--- config.mk ---
export PLATFORM = sky130hd
export DESIGN_NAME = pdt_timer
export DESIGN_NICKNAME = d
export VERILOG_FILES = /design/src/rtl/pdt_pkg.sv /design/src/rtl/pdt_regs.sv /design/src/rtl/pdt_prescaler.sv /design/src/rtl/pdt_counter.sv /design/src/rtl/pdt_timer.sv
export SDC_FILE = /design/constraint.sdc
export NUM_CORES = 1
export LEC_CHECK = 0
export ABC_AREA = 1
export CORE_UTILIZATION = 35
export CTS_BUF_LIST = sky130_fd_sc_hd__clkbuf_16
export CTS_CLUSTER_DIAMETER = 30
export DETAILED_ROUTE_END_ITERATION = 8
export PLACE_DENSITY = 0.65
export SETUP_SLACK_MARGIN = 0.4
export SLEW_MARGIN = 20
export SYNTH_ARGS = -nofsm -noshare
export SYNTH_HDL_FRONTEND = slang
export SYNTH_SLANG_ARGS = --single-unit
--- constraint.sdc ---
create_clock -name clk -period 2.39 [get_ports clk]
set_input_delay 0.717 -clock clk [delete_from_list [all_inputs] [get_ports clk]]
set_output_delay 0.717 -clock clk [all_outputs]
set_load 0.02 [all_outputs]
--- src/rtl/pdt_pkg.sv ---
`timescale 1ns/1ps
package pdt_pkg;

  // Word select taken from address bits 3:2
  typedef enum logic [1:0] {
    SEL_START = 2'd0,
    SEL_COUNT = 2'd1,
    SEL_CTRL  = 2'd2,
    SEL_CLEAR = 2'd3
  } pdt_sel_e;

  // Control byte, most significant field first (bit 7 .. bit 0)
  typedef struct packed {
    logic       run;       // bit 7
    logic       periodic;  // bit 6
    logic       irq_en;    // bit 5
    logic       spare;     // bit 4, stored and read back only
    logic [1:0] rate;      // bits 3:2
    logic       wide;      // bit 1
    logic       single;    // bit 0
  } pdt_ctrl_t;

  localparam int CTRL_W = $bits(pdt_ctrl_t);

endpackage

--- src/rtl/pdt_regs.sv ---
`timescale 1ns/1ps
module pdt_regs
  import pdt_pkg::*;
#(
  parameter int DATA_W = 32,
  parameter int ADDR_W = 4
) (
  input  logic              clk,
  input  logic              rst,
  input  logic              wr_en,
  input  logic              rd_en,
  input  logic [ADDR_W-1:0] addr,
  input  logic [DATA_W-1:0] wdata,
  input  logic [DATA_W-1:0] count_val,
  output pdt_ctrl_t         ctrl,
  output logic [DATA_W-1:0] start_val,
  output logic              start_we,
  output logic              clear_we,
  output logic [DATA_W-1:0] rdata
);

  localparam int PAD_W = DATA_W - CTRL_W;

  logic      hit;
  pdt_sel_e  sel;
  pdt_ctrl_t ctrl_q;
  logic [DATA_W-1:0] start_q;
  logic [DATA_W-1:0] rdata_q;

  // Only word-aligned addresses inside the four-word window decode
  assign hit = ((addr >> 4) == '0) && (addr[1:0] == 2'b00);
  assign sel = pdt_sel_e'(addr[3:2]);

  assign start_we = wr_en && hit && (sel == SEL_START);
  assign clear_we = wr_en && hit && (sel == SEL_CLEAR);

  always_ff @(posedge clk) begin
    if (rst) begin
      ctrl_q  <= '0;
      start_q <= '0;
    end else begin
      if (wr_en && hit && (sel == SEL_CTRL)) ctrl_q <= pdt_ctrl_t'(wdata[CTRL_W-1:0]);
      if (start_we) start_q <= wdata;
    end
  end

  always_ff @(posedge clk) begin
    if (rst) begin
      rdata_q <= '0;
    end else if (rd_en) begin
      if (!hit) begin
        rdata_q <= '0;
      end else begin
        unique case (sel)
          SEL_START: rdata_q <= start_q;
          SEL_COUNT: rdata_q <= count_val;
          SEL_CTRL:  rdata_q <= {{PAD_W{1'b0}}, ctrl_q};
          default:   rdata_q <= '0;
        endcase
      end
    end
  end

  assign ctrl      = ctrl_q;
  assign start_val = start_q;
  assign rdata     = rdata_q;

  // The control byte only moves on a decoded control write
  AST_CTRL_ONLY_BY_WRITE: assert property (@(posedge clk) disable iff (rst)
    !(wr_en && hit && (sel == SEL_CTRL)) |=> $stable(ctrl_q)) else $error("ctrl changed");

endmodule

--- src/rtl/pdt_prescaler.sv ---
`timescale 1ns/1ps
module pdt_prescaler #(
  parameter int MID_LOG2 = 4,
  parameter int HI_LOG2  = 8
) (
  input  logic       clk,
  input  logic       rst,
  input  logic       run,
  input  logic       restart,
  input  logic [1:0] rate,
  output logic       tick
);

  localparam int CNT_W = HI_LOG2;
  localparam logic [CNT_W-1:0] MID_LIMIT = CNT_W'((1 << MID_LOG2) - 1);

  logic [CNT_W-1:0] phase_q;
  logic [CNT_W-1:0] limit;

  // Rate codes 10 and 11 both take the slowest division
  always_comb begin
    unique case (rate)
      2'b00:   limit = '0;
      2'b01:   limit = MID_LIMIT;
      default: limit = '1;
    endcase
  end

  // ">=" keeps the phase bounded if the rate drops in mid-count
  assign tick = run && (phase_q >= limit);

  always_ff @(posedge clk) begin
    if (rst || !run || restart || tick) phase_q <= '0;
    else                                phase_q <= phase_q + 1'b1;
  end

  AST_TICK_SPACING: assert property (@(posedge clk) disable iff (rst)
    (tick && (rate != 2'b00) && !restart) |=> (!tick || (rate == 2'b00))) else $error("ticks too close");

  AST_NO_TICK_STOPPED: assert property (@(posedge clk) disable iff (rst)
    !run |-> !tick) else $error("tick while stopped");

endmodule

--- src/rtl/pdt_counter.sv ---
`timescale 1ns/1ps
module pdt_counter #(
  parameter int DATA_W = 32
) (
  input  logic              clk,
  input  logic              rst,
  input  logic              run,
  input  logic              tick,
  input  logic              start_we,
  input  logic [DATA_W-1:0] start_data,
  input  logic [DATA_W-1:0] reload_val,
  input  logic              periodic,
  input  logic              single,
  input  logic              wide,
  output logic [DATA_W-1:0] count,
  output logic              hit_zero
);

  localparam int HALF_W = DATA_W / 2;
  localparam logic [DATA_W-1:0] HALF_MASK = {{(DATA_W-HALF_W){1'b0}}, {HALF_W{1'b1}}};

  logic [DATA_W-1:0] count_q, count_d, mask, active;
  logic at_zero;

  assign mask    = wide ? '1 : HALF_MASK;
  assign active  = count_q & mask;
  assign at_zero = (active == '0);

  always_comb begin
    count_d  = count_q;
    hit_zero = 1'b0;
    if (start_we) begin
      count_d = start_data;
    end else if (tick) begin
      if (at_zero) begin
        if (single)        count_d = count_q;
        else if (periodic) count_d = (count_q & ~mask) | (reload_val & mask);
        else               count_d = count_q | mask;
      end else begin
        // Active part is nonzero, so no borrow crosses into the upper half
        count_d  = count_q - 1'b1;
        hit_zero = (active == DATA_W'(1));
      end
    end
  end

  always_ff @(posedge clk) begin
    if (rst) count_q <= '1;
    else     count_q <= count_d;
  end

  assign count = count_q;

  AST_HOLD_WHEN_STOPPED: assert property (@(posedge clk) disable iff (rst)
    (!run && !start_we) |=> $stable(count_q)) else $error("count moved while stopped");

  AST_SINGLE_STAYS_ZERO: assert property (@(posedge clk) disable iff (rst)
    (single && at_zero && !start_we) |=> (count_q == $past(count_q))) else $error("one-shot left zero");

  AST_UPPER_HALF_KEPT: assert property (@(posedge clk) disable iff (rst)
    (!wide && !start_we) |=> (count_q[DATA_W-1:HALF_W] == $past(count_q[DATA_W-1:HALF_W]))) else $error("upper half moved");

endmodule

--- src/rtl/pdt_timer.sv ---
`timescale 1ns/1ps
module pdt_timer
  import pdt_pkg::*;
#(
  parameter int DATA_W   = 32,
  parameter int ADDR_W   = 4,
  parameter int MID_LOG2 = 4,
  parameter int HI_LOG2  = 8
) (
  input  logic              clk,
  input  logic              rst,
  input  logic              bus_wr,
  input  logic              bus_rd,
  input  logic [ADDR_W-1:0] bus_addr,
  input  logic [DATA_W-1:0] bus_wdata,
  output logic [DATA_W-1:0] bus_rdata,
  output logic              irq
);

  pdt_ctrl_t         ctrl;
  logic [DATA_W-1:0] start_val, count_val;
  logic              start_we, clear_we, tick, hit_zero;
  logic              flag_q, irq_q;

  pdt_regs #(.DATA_W(DATA_W), .ADDR_W(ADDR_W)) regs_i (
    .clk       (clk),
    .rst       (rst),
    .wr_en     (bus_wr),
    .rd_en     (bus_rd),
    .addr      (bus_addr),
    .wdata     (bus_wdata),
    .count_val (count_val),
    .ctrl      (ctrl),
    .start_val (start_val),
    .start_we  (start_we),
    .clear_we  (clear_we),
    .rdata     (bus_rdata)
  );

  pdt_prescaler #(.MID_LOG2(MID_LOG2), .HI_LOG2(HI_LOG2)) pre_i (
    .clk     (clk),
    .rst     (rst),
    .run     (ctrl.run),
    .restart (start_we),
    .rate    (ctrl.rate),
    .tick    (tick)
  );

  pdt_counter #(.DATA_W(DATA_W)) cnt_i (
    .clk        (clk),
    .rst        (rst),
    .run        (ctrl.run),
    .tick       (tick),
    .start_we   (start_we),
    .start_data (bus_wdata),
    .reload_val (start_val),
    .periodic   (ctrl.periodic),
    .single     (ctrl.single),
    .wide       (ctrl.wide),
    .count      (count_val),
    .hit_zero   (hit_zero)
  );

  // Event flag: a set in the same cycle as a clear wins
  always_ff @(posedge clk) begin
    if (rst)           flag_q <= 1'b0;
    else if (hit_zero) flag_q <= 1'b1;
    else if (clear_we) flag_q <= 1'b0;
  end

  always_ff @(posedge clk) begin
    if (rst) irq_q <= 1'b0;
    else     irq_q <= flag_q & ctrl.irq_en;
  end

  assign irq = irq_q;

  AST_COUNT_WRITE_IGNORED: assert property (@(posedge clk) disable iff (rst)
    (bus_wr && (bus_addr == ADDR_W'(4))) |-> !start_we) else $error("count write decoded");

  AST_CLEAR_DROPS_FLAG: assert property (@(posedge clk) disable iff (rst)
    (clear_we && !hit_zero) |=> !flag_q) else $error("flag survived clear");

  AST_SET_BEATS_CLEAR: assert property (@(posedge clk) disable iff (rst)
    hit_zero |=> flag_q) else $error("flag not set");

endmodule

==> impl_results.md <==
* Antenna violations before repair at 0
* Die X at 139.8 µm
* Sink Count at 114
* Max-cap violations at 0
* Clk root buf: clkbuf_16
* Distinct cells, synth at 33
* Antenna fix cells at 0
* Static leakage at 0.003828 µW
* YS warnings at 0
* Drc violations at 0
* RSZ-0062 raised after global routing: true
* Final setup vio count at 0
* WL per Instance at 15.99 µm
* Largest net degree at the start of global routing at 88
* Hold buffer count at CTS at 0
* Top cells by count, synth: 398 x nand2_1, 114 x dfxtp_1, 106 x a21oi_1
* Fin crit period at 1969 ps
* Worst-skew pair later-pin latency at 430 ps
* EDFF count, synth at 0
* Final Core Density at 0.4736
* Slew margin rel. at 0.5593
* Setup TNS at 0 ps
* Placed Cells incl. Taps at 1381
* Non-filler instance count after layout at 1436
* Drt pass-1 iters at 6
* Post-synth top area cell: dfxtp_1
* Final WS setup at 420.5 ps
* Post-DP HPWL at 16.38 mm
* Flops & latches, synth at 114
* Slew Limit Fails at 0
* Pwr/cell area at 573.5 nW/µm²
* Fill count at 1931
* Fmax at 0.5077 GHz
* Crit Path Class: in2reg
* Ys async rst share at 0
* Core area at 18640 µm²
* Status: complete, no violations
* Count leader, synth: nand2_1
* Syn_area_per_cell at 6.176 µm²
* CTS tree: done
* Worst vdd ir at 485.2 µV
* Die Span Y at 139.8 µm
* Via density at 5.253
* Hold Path Class: reg2reg
* First-pass GRT wire length at 36.07 mm
* Critical Path AT at 2330 ps
* Layout cells sized above 1 at 0.1406
* PortBufs at 72
* CP max FO at 20
* FF-to-FF setup slack at 430 ps
* Post-synthesis sequential area ratio at 0.3434
* CTS buffer count at 17
* All-Layer GR Usage at 0.2336
* First-iteration detailed-routing DRC count at 649
* Layout area overhead at 32.86%
* Worst slack at placement at -39.83 ps
* Final Net Count at 1241
* Final period util at 0.8241
* Die area at 19540 µm²
* Startpoint Class: input pin
* Final-report hold violation count at 0
* Crit. End Element: flop
* Post-route ant nets at 0
* Post-Syn Area at 6645 µm²
* Site row count at 50
* CTS clock-pin slew for the worst setup and hold paths at 60 ps
* Maximum clock path buffer count at 2
* Vias in the first global route at 6943
* Synth top area share at 0.3434
* Hold slack final at 428.1 ps
* Io pins at 73
* H-tree lvl count at 4
* Gpl congestion at 0.9724
* Clock Skew at 13.13 ps
* Starting Density at 0.3564
* Actual slew at the worst max-slew pin at 660.4 ps
* Syn Inst Count at 1076
* Detailed Route WL at 22.97 mm
* WP data required at 2750 ps
* Vias at 7543
* Synth area leaders: dfxtp_1 34%, nand2_1 22%, a21oi_1 8.0%, nand3_1 6.2%, nor2_1 5.3%
* Main synth FF type: dfxtp_1
* Global route overflow at 0
* Post-Syn Nets at 1128
-- what timing repair did --
action / CTS / global route
resized for setup: 49 / 56
pin swaps: 2 / 10
cloned: 1 / 1
setup buffers: 6 / 15
setup endpoints to repair: 67 / 52
-- power breakdown --
group          total (µW)  internal (µW)  switching, µW
registers            1990           1940           46.5
logic                 641            270            371
clock network        2430           1430           1000
-- placed cells by master, fill, tap and decap left out, drive strengths merged, types with 4 or more instances in the layout --
| master | n |
|---|---|
| nor3 | 4 |
| o21ai | 53 |
| dlygate4sd2 | 33 |
| nand3 | 83 |
| nand2 | 403 |
| inv | 89 |
| buf | 78 |
| clkbuf | 17 |
| xor2 | 9 |
| clkinvlp | 5 |
| a21oi | 106 |
| clkdlybuf4s50 | 37 |
| dfxtp | 114 |
| o221ai | 5 |
| ha | 12 |
| nand4 | 25 |
| nor2 | 99 |
| o22ai | 14 |
| clkinv | 6 |
-- metal layers --
layer	vias to the layer above	GRT usage	wire length, µm
li1	3717	-	-
met1	3455	0.3040	9674
met2	321	0.3861	10910
met3	50	0.04198	1792
met4	0	0.08271	593
met5	-	0	0
-- final cells by class --
cell class / instances / area [µm²] / share of cell area
Tap cell: 234 / 292.8 / 0.03316
Timing Repair Buffer: 149 / 1389 / 0.1573
Clock buffer: 17 / 425.4 / 0.04819
Multi-Input combinational cell: 821 / 3968 / 0.4494
Sequential cell: 114 / 2287 / 0.2591
Inverter: 86 / 331.6 / 0.03756
Clock inverter: 15 / 135.1 / 0.01531
-- cell families (layout without fill, tap and decap cells) --
family | count (synthesis) | after routing | share of synthesized area
buffers and inverters | 142 | 267 | 0.09226
XOR/XNOR | 11 | 11 | 0.01450
flip-flops | 114 | 114 | 0.3434
AND/OR/NAND/NOR | 617 | 618 | 0.3854
adder cells (fa/ha/maj) | 12 | 12 | 0.02259
AO/OA/AOI/OAI | 180 | 180 | 0.1418
-- metrics by stage --
step | total power [µW] | cell area (µm²)
final | 5063 | 8828
after global routing | 5213 | 8828
after CTS | 5000 | 8492
after detailed placement | 2576 | 7846
after global placement | 2574 | 7846
after floorplan | 2331 | 6645
-- path summary, 6_finish.rpt --
path / start / to / depth (start not counted)
setup / recovery: bus_addr[3] / flop / 10
setup reg to reg: cnt_i.count[13] / flop / 11
hold / removal: regs_i.ctrl[5] / irq / 2
hold reg to reg: regs_i.ctrl[5] / irq / 2
-- worst max-delay path: stages --
cell and delay (ps):
clkdlybuf4s50_1 460, nor2_4 170, buf_6 130, clkinvlp_4 130, nor2_4 170, buf_8 190
nand2_1 120, nand2_1 110, nand2_1 60, nand3_1 70
Note: power is estimated with default switching activity, not from simulation.
